File: config.mk
export PLATFORM = sky130hd
export DESIGN_NAME = sdram_burst_colseq
export DESIGN_NICKNAME = d
export VERILOG_FILES = /design/src/rtl/colseq_pkg.sv /design/src/rtl/colseq_mode_ctl.sv /design/src/rtl/colseq_addr_calc.sv /design/src/rtl/colseq_fsm.sv /design/src/rtl/sdram_burst_colseq.sv
export SDC_FILE = /design/constraint.sdc
export NUM_CORES = 1
export LEC_CHECK = 0
export ABC_AREA = 1
export BUFFER_PORTS_ARGS = -buffer_cell sky130_fd_sc_hd__buf_2
export CAP_MARGIN = 10
export CORE_UTILIZATION = 55
export CTS_BUF_LIST = sky130_fd_sc_hd__clkbuf_8 sky130_fd_sc_hd__clkbuf_16
export CTS_CLUSTER_DIAMETER = 120
export DETAILED_ROUTE_END_ITERATION = 16
export PLACE_DENSITY = 0.74
export SYNTH_ARGS = -nofsm -noshare
export SYNTH_HDL_FRONTEND = slang
export SYNTH_HIERARCHICAL = 1
export SYNTH_SLANG_ARGS = --single-unit
File: constraint.sdc
create_clock -name clk -period 3.49 [get_ports clk]
set_clock_uncertainty 0.2 [all_clocks]
set_input_delay 0.1745 -clock clk [delete_from_list [all_inputs] [get_ports clk]]
set_output_delay 0.1745 -clock clk [all_outputs]
set_load 0.01 [all_outputs]
File: src/rtl/colseq_pkg.sv
package colseq_pkg;

    localparam int MODE_W = 4;

    typedef struct packed {
        logic [1:0] lg;     // log2 of fixed length
        logic       ilv;    // interleaved order
        logic       page;   // full-page burst
        logic       bad;    // reserved encoding seen
    } burst_cfg_t;

    typedef enum logic [1:0] {
        SEQ_IDLE,
        SEQ_BLOCK,
        SEQ_PAGE
    } seq_state_e;

    typedef enum logic {
        MR_OPEN,
        MR_SETTLE
    } mr_state_e;

    function automatic burst_cfg_t decode_mode(input logic [MODE_W-1:0] w);
        burst_cfg_t c;
        c = '0;
        unique case (w[2:0])
            3'd0:    c.lg = 2'd0;
            3'd1:    c.lg = 2'd1;
            3'd2:    c.lg = 2'd2;
            3'd3:    c.lg = 2'd3;
            3'd7:    c.page = 1'b1;
            default: c.bad = 1'b1;
        endcase
        if (!c.bad) begin
            c.ilv = w[3];
        end
        if (c.page && w[3]) begin
            c.page = 1'b0;
            c.ilv  = 1'b0;
            c.bad  = 1'b1;
        end
        return c;
    endfunction

endpackage

File: src/rtl/colseq_mode_ctl.sv
module colseq_mode_ctl
    import colseq_pkg::*;
#(
    parameter int LOAD_WAIT = 3
) (
    input  logic              clk,
    input  logic              rst_n,
    input  logic              load,
    input  logic              banks_idle,
    input  logic [MODE_W-1:0] word,
    output burst_cfg_t        cfg,
    output logic              ready,
    output logic              err
);

    localparam int WW = (LOAD_WAIT < 1) ? 1 : $clog2(LOAD_WAIT + 1);
    localparam logic [WW-1:0] WAIT_INIT = WW'(LOAD_WAIT);

    mr_state_e     state_q, state_d;
    logic [WW-1:0] cnt_q;
    logic          accept;

    assign accept = load && banks_idle;

    always_comb begin
        state_d = state_q;
        unique case (state_q)
            MR_OPEN: begin
                if (accept && (LOAD_WAIT > 0)) state_d = MR_SETTLE;
            end
            MR_SETTLE: begin
                if (accept)                state_d = MR_SETTLE;
                else if (cnt_q <= WW'(1)) state_d = MR_OPEN;
            end
            default: state_d = MR_OPEN;
        endcase
    end

    always_ff @(posedge clk or negedge rst_n) begin
        if (!rst_n) state_q <= MR_OPEN;
        else        state_q <= state_d;
    end

    always_ff @(posedge clk or negedge rst_n) begin
        if (!rst_n) begin
            cnt_q <= '0;
            cfg   <= '0;
        end else begin
            if (accept) begin
                cnt_q <= WAIT_INIT;
                cfg   <= decode_mode(word);
            end else if (cnt_q != '0) begin
                cnt_q <= cnt_q - WW'(1);
            end
        end
    end

    assign ready = (state_q == MR_OPEN);
    assign err   = cfg.bad;

endmodule

File: src/rtl/colseq_addr_calc.sv
module colseq_addr_calc
    import colseq_pkg::*;
#(
    parameter int COL_W = 9
) (
    input  logic [COL_W-1:0] base,
    input  logic [COL_W-1:0] idx,
    input  burst_cfg_t       cfg,
    output logic [COL_W-1:0] col
);

    logic [COL_W-1:0] mask;
    logic [COL_W-1:0] lin;
    logic [COL_W-1:0] xr;

    for (genvar i = 0; i < COL_W; i++) begin : g_mask
        assign mask[i] = cfg.page || (i < int'(cfg.lg));
    end

    assign lin = base + idx;
    assign xr  = base ^ idx;
    assign col = (base & ~mask) | ((cfg.ilv ? xr : lin) & mask);

endmodule

File: src/rtl/colseq_fsm.sv
module colseq_fsm
    import colseq_pkg::*;
#(
    parameter int COL_W = 9
) (
    input  logic             clk,
    input  logic             rst_n,
    input  logic             start,
    input  logic             start_ready,
    input  logic [COL_W-1:0] start_col,
    input  logic             terminate,
    input  burst_cfg_t       cfg_in,
    output logic [COL_W-1:0] nxt_base,
    output logic [COL_W-1:0] nxt_idx,
    output burst_cfg_t       nxt_cfg,
    output logic             beat_valid,
    output logic             burst_start,
    output logic             burst_done
);

    seq_state_e       state_q, state_d;
    logic [COL_W-1:0] base_q, idx_q;
    burst_cfg_t       cfg_q;
    logic             go, emit, strobe, last;
    logic [COL_W-1:0] lim;

    assign go = start && start_ready;

    for (genvar i = 0; i < COL_W; i++) begin : g_lim
        assign lim[i] = (i < int'(nxt_cfg.lg));
    end

    always_comb begin
        state_d  = state_q;
        nxt_base = base_q;
        nxt_idx  = idx_q;
        nxt_cfg  = cfg_q;
        emit     = 1'b0;
        strobe   = 1'b0;
        unique case (state_q)
            SEQ_IDLE: begin
                if (go) begin
                    nxt_base = start_col;
                    nxt_idx  = '0;
                    nxt_cfg  = cfg_in;
                    emit     = 1'b1;
                    strobe   = 1'b1;
                end
            end
            SEQ_BLOCK, SEQ_PAGE: begin
                if (go) begin
                    nxt_base = start_col;
                    nxt_idx  = '0;
                    nxt_cfg  = cfg_in;
                    emit     = 1'b1;
                    strobe   = 1'b1;
                end else if (terminate) begin
                    state_d = SEQ_IDLE;
                end else begin
                    nxt_idx = idx_q + COL_W'(1);
                    emit    = 1'b1;
                end
            end
            default: state_d = SEQ_IDLE;
        endcase
        last = emit && !nxt_cfg.page && (nxt_idx == lim);
        if (emit) begin
            if (last)              state_d = SEQ_IDLE;
            else if (nxt_cfg.page) state_d = SEQ_PAGE;
            else                   state_d = SEQ_BLOCK;
        end
    end

    always_ff @(posedge clk or negedge rst_n) begin
        if (!rst_n) begin
            state_q <= SEQ_IDLE;
            base_q  <= '0;
            idx_q   <= '0;
            cfg_q   <= '0;
        end else begin
            state_q <= state_d;
            base_q  <= nxt_base;
            idx_q   <= nxt_idx;
            cfg_q   <= nxt_cfg;
        end
    end

    always_ff @(posedge clk or negedge rst_n) begin
        if (!rst_n) begin
            beat_valid  <= 1'b0;
            burst_start <= 1'b0;
            burst_done  <= 1'b0;
        end else begin
            beat_valid  <= emit;
            burst_start <= strobe;
            burst_done  <= last;
        end
    end

endmodule

File: src/rtl/sdram_burst_colseq.sv
module sdram_burst_colseq
    import colseq_pkg::*;
#(
    parameter int COL_W     = 9,
    parameter int LOAD_WAIT = 3
) (
    input  logic             clk,
    input  logic             rst_n,
    input  logic             mode_load,
    input  logic [3:0]       mode_word,
    input  logic             banks_idle,
    input  logic             start,
    input  logic [COL_W-1:0] start_col,
    input  logic             terminate,
    output logic             start_ready,
    output logic             beat_valid,
    output logic             burst_start,
    output logic             burst_done,
    output logic [COL_W-1:0] beat_col,
    output logic             mode_err
);

    burst_cfg_t       cfg_cur, nxt_cfg;
    logic [COL_W-1:0] nxt_base, nxt_idx, nxt_col;

    colseq_mode_ctl #(.LOAD_WAIT(LOAD_WAIT)) u_mode (
        .clk        (clk),
        .rst_n      (rst_n),
        .load       (mode_load),
        .banks_idle (banks_idle),
        .word       (mode_word),
        .cfg        (cfg_cur),
        .ready      (start_ready),
        .err        (mode_err)
    );

    colseq_fsm #(.COL_W(COL_W)) u_fsm (
        .clk         (clk),
        .rst_n       (rst_n),
        .start       (start),
        .start_ready (start_ready),
        .start_col   (start_col),
        .terminate   (terminate),
        .cfg_in      (cfg_cur),
        .nxt_base    (nxt_base),
        .nxt_idx     (nxt_idx),
        .nxt_cfg     (nxt_cfg),
        .beat_valid  (beat_valid),
        .burst_start (burst_start),
        .burst_done  (burst_done)
    );

    colseq_addr_calc #(.COL_W(COL_W)) u_addr (
        .base (nxt_base),
        .idx  (nxt_idx),
        .cfg  (nxt_cfg),
        .col  (nxt_col)
    );

    always_ff @(posedge clk or negedge rst_n) begin
        if (!rst_n) beat_col <= '0;
        else        beat_col <= nxt_col;
    end

endmodule

After elaboration in Yosys (flattened, before gate mapping):

Cells that the tools add are included.

* bits of input ports: 19
* word-level logic and storage cells: 91
* register bits: 45

* mux-type cells: 33
* reduce and logical (&&, ||, !) cells: 18
* equal/unequal tests: 10
* add/subtract/negate cells: 3
* bitwise gates (word level): 6
* order comparisons: 4

Operator list (count)
* $mux W9: 6
* $and A9 B9 Y9: 2
* $pmux W9 S2: 1
* $mux W2: 7
* $mux W1: 12
* $mux W5: 2
* $add A9 B1 Y9 const B: 1
* $add A9 B9 Y9: 1
* $eq A9 B3 Y1: 1
* $not A9 Y9: 1
* $or A9 B9 Y9: 1
* $xor A9 B9 Y9: 1
* $eq A3 B2 Y1 const B: 2
* $pmux W2 S3: 1
* $logic_and A1 B1 Y1: 5
* $reduce_or A5 Y1: 1
* $lt A1 B2 Y1 const A: 2
* $pmux W1 S2: 2
* $pmux W2 S2: 1
* $reduce_bool A2 Y1: 2
* $eq A3 B1 Y1 const B: 1
* $eq A3 B3 Y1 const B: 1
* $logic_not A3 Y1: 1
* $logic_or A1 B1 Y1: 3
* 16 further kinds: 16

Longest topological paths before layout:

* depth in word-level cells: 9
* mapped depth: 21
* depth with buffers taken out: 21

Hierarchy:

The synthesis kept the hierarchy.

By module, submodules not included
* colseq_fsm: area each 1577.8 um^2, seq. area each 700.7 um^2, instances 1, cells an instance 221
* colseq_addr_calc: area each 545.5 um^2, seq. area each 0.0 um^2, instances 1, cells an instance 102
* colseq_mode_ctl: area each 387.9 um^2, seq. area each 200.2 um^2, instances 1, cells an instance 44
* sdram_burst_colseq: area each 225.2 um^2, seq. area each 225.2 um^2, instances 1, cells an instance 9

Least setup slack after synthesis:

No wires, ideal clock.

* path type: reg2reg
* start point: register u_fsm.state_q[0]
* end point: register beat_col[8]
* path slack: 0.642 ns
* data arrival time: 2.531 ns
* data required time: 3.173 ns
* cell stages (with the launch flop): 19
* path through: dfrtp_1 ha_1 inv_2 nand3_4 buf_8 clkbuf_1 nand2_1 nand2_1 ha_1 inv_1 fa_1 inv_1 nand2_1 nand2_1 nand3_1 nand3_1 nand3_1 nand2_1 nand2_1

* longest elaborated chain between the ends: 7
* elaborated cells on any way between the ends: 15
* those cells by class: 1 x add/sub; 2 x eq/ne; 4 x mux; 5 x bitwise; 3 x reduce/logical

Ends and longest elaborated chain
* start: declaration: line colseq_fsm.sv:21 `seq_state_e state_q, state_d;`
* start signal: assignment: line colseq_fsm.sv:81 `state_q <= state_d;`
* $eq A2 B1 Y1, or another cell as far along: line colseq_fsm.sv:40 `unique case (state_q)`
* $reduce_or A3 Y1 (no line) *
* $mux W9 *
* net nxt_base[0]: line sdram_burst_colseq.sv:24 `logic [COL_W-1:0] nxt_base, nxt_idx, nxt_col;`
* $add A9 B9 Y9 *: line colseq_addr_calc.sv:20 `assign lin = base + idx;`
* $mux W9 *: line colseq_addr_calc.sv:22 `assign col = (base & ~mask) | ((cfg.ilv ? xr : lin) & mask);`
* $and A9 B9 Y9 *: line colseq_addr_calc.sv:22
* $or A9 B9 Y9 *: line colseq_addr_calc.sv:22
* net nxt_col[8]: line sdram_burst_colseq.sv:24
* end signal: assignment: line sdram_burst_colseq.sv:62 `else beat_col <= nxt_col;`
* end: declaration: line sdram_burst_colseq.sv:19 `output logic [COL_W-1:0] beat_col,`

Mark *: on every way through the listed nets, which the timed path passes. The rest lies on a longest branch.
A chain may end at the register's enable or synchronous reset.

Final worst setup path:

* start point: register u_fsm.state_q[0]
* end point: register beat_col[8]

* longest elaborated chain between the ends: 7
* elaborated cells on any way between the ends: 15
* those cells by class: 1 x add/sub; 2 x eq/ne; 4 x mux; 5 x bitwise; 3 x reduce/logical

Ends and longest elaborated chain (line)
* $eq A2 B1 Y1 or $eq A2 B2 Y1 (tied branches): colseq_fsm.sv:40
* $reduce_or A2 Y1: colseq_fsm.sv:40
* $pmux W9 S2 *: colseq_fsm.sv:40
* net nxt_idx[7]: sdram_burst_colseq.sv:24
* $add A9 B9 Y9 *: colseq_addr_calc.sv:20
* $mux W9 *: colseq_addr_calc.sv:22
* $and A9 B9 Y9 *: colseq_addr_calc.sv:22
* $or A9 B9 Y9 *: colseq_addr_calc.sv:22
* net nxt_col[8]: sdram_burst_colseq.sv:24

Marked as above.

==> reports/results.ini <==
[outcome]
status=finished, final reports clean

[timing]
setup_tns_ps=0
setup_viol=0
hold_viol=0
slew_violations=0
rsz0062_at_grt=no
max_slew.worst_pin.slew_ps=946
fmax_mhz=332
relSlewSlack_pct=36.9
layout_worst_path_cycle_share_pct=86.4
fin_crit_ps=3010

[clock_tree]
clk_path_buf_depth=2
clk_latency_ps=300
cts_tree=built
clkTransAtPathRegs_ps=80
clock-root-buffer=clkbuf_8
cts_inserted_buffers=5
clock_sinks=44
htreeDepth=2

[worst_setup_path]
crit_fanout=20
endpoint_kind=flop
worstPathArrival_ps=3000
cp-start-kind=flop
cp_data_required_time_ps=3480
criticalPathCategory=flop to flop

[drt]
antenna_left=0
num_vias=2424
firstDrtPassIters=4
first_iter_violations=107
vias_per_cell=4.96
finalWirelength_mm=5.80
drc=0
wl_per_cell_um=11.9

[grt]
antenna_found_initial=0
track_usage_pct=25.2
grt_pass1_vias=2270
grt_max_degree=45
grt_first_pass_wirelength_mm=10.0
overflow=0

[die]
start_util_pct=57.0
core_area_mm2=0.00472
die-area_mm2=0.00518
num_rows=25
fp.dieH_um=72.0
fp.dieW_um=72.0
io_pins=33

[finish]
diodes=0
final_nets=454
syn_to_final_growth_pct=18.1
drive_gt1_share_pct=14.2
final_core_util_pct=67.3

[place]
port_buffers=32
gp_congestion=0.905
dp_hpwl_mm=4.21

[synth]
synth.avg_cell_area_um2=7.26
yosysWarnings=6
synth.cell_area_mm2=0.00269
postSynthCellCount=371
syn_nets=404

[pwr]
ir_drop_mv=0.449
powerDensity_mw_per_mm2=751
p_leak_uw=0.00182

[hold_path]
hold_path_class=input port to flop

[job]
cap_violations=0

-- cell usage in the layout, fill, tap and decap left out, types with 3 or more instances in the layout --
master           n
nor2_1          20
nand3b_1         4
o21ai_0          7
a21oi_1         12
dfrtp_1         44
o21ai_1          3
nand2_2          6
clkbuf_8         6
inv_1           53
nand2_1        145
dlygate4sd3_1   16
nand3_1         30
buf_2           32
o21bai_1         3
o21ai_2          3
ha_1            13
-- final timing paths --
path | start | endpoint | slack [ps] | cells past startpoint
hold / removal | banks_idle | u_mode/state_q$_DFF_PN0_ | 60 | 3
min in group asynchronous | rst_n | u_fsm/beat_valid$_DFF_PN0_ | 360 | 2
hold reg to reg | u_mode/cfg[1]$_DFFE_PN0P_ | u_mode/cfg[1]$_DFFE_PN0P_ | 280 | 2
max in group asynchronous | rst_n | u_fsm/base_q[6]$_DFF_PN0_ | 2140 | 2
setup reg to reg | u_fsm/state_q[0]$_DFFE_PN0P_ | beat_col[8]$_DFF_PN0_ | 480 | 18
setup / recovery | u_fsm/state_q[0]$_DFFE_PN0P_ | beat_col[8]$_DFF_PN0_ | 480 | 18
-- repair_timing --
action / CTS / global route
gates resized for setup: 0 / 0
hold buffers: 16 / 0
hold endpoints to repair: 58 / 0
buffers inserted: 0 / 0
-- per-stage QoR --
step / instances / worst slack [ps] / area (µm²) / total power, µW / hold slack (ps)
after global placement: 465 / 663 / 2900 / 1940 / 183
after global routing: 489 / 126 / 3180 / 2610 / 95.1
final: 489 / 475 / 3180 / 2390 / 58.2
after CTS: 489 / 520 / 3180 / 2390 / 45.8
after floorplan: 371 / 665 / 2690 / 1670 / -321
after detailed placement: 465 / 540 / 2900 / 1960 / 184
-- metal layers --
metal	wire, µm	share of wire [%]	global-route usage [%]	up-vias
met5	0	0	0	-
met2	2690	46	41.9	61
met4	97	1.7	8.28	0
li1	-	-	-	1257
met3	227	3.9	3.75	9
met1	2790	48	34.1	1097
-- flip-flops by register name, summed over array words and instances (netlist names), 2 cells and up --
signal and flops:
u_mode/cnt_q 2, u_fsm/cfg_q 4, u_mode/cfg 4, u_fsm/base_q 9, u_fsm/idx_q 9, beat_col 9, u_fsm/state_q 2
-- cell type report --
type                    count  area (µm²)
clock buffers               6        82.6
clock inverters             2        38.8
fillers                   416        1540
inverters                  55         206
multi-input cells         266        1340
flip-flops and latches     44        1100
well taps                  67        83.8
repair buffers             49         328
-- worst max-delay path, stage by stage (launching register included) --
cell and delay, ps:
dfrtp_1 410, ha_1 320, inv_2 130, nand3_4 240, nand2_2 210, nand2_1 90, o21ai_0 240, inv_1 100
ha_1 330, nand2_1 100, inv_1 40, nand2_1 50, nand2_1 50, nand2_1 70, nand2_1 60, nand2_1 80
nand3_1 70, nand2_1 70, nand2_1 50
-- power breakdown --
part	internal (µW)	leakage (µW)	switching (µW)
combinational	428	0.00119	790
sequential	690	0.000562	73.8
clock	234	0.0000614	172
total	1350	0.00182	1040
Power figures use the tool's default switching activity.
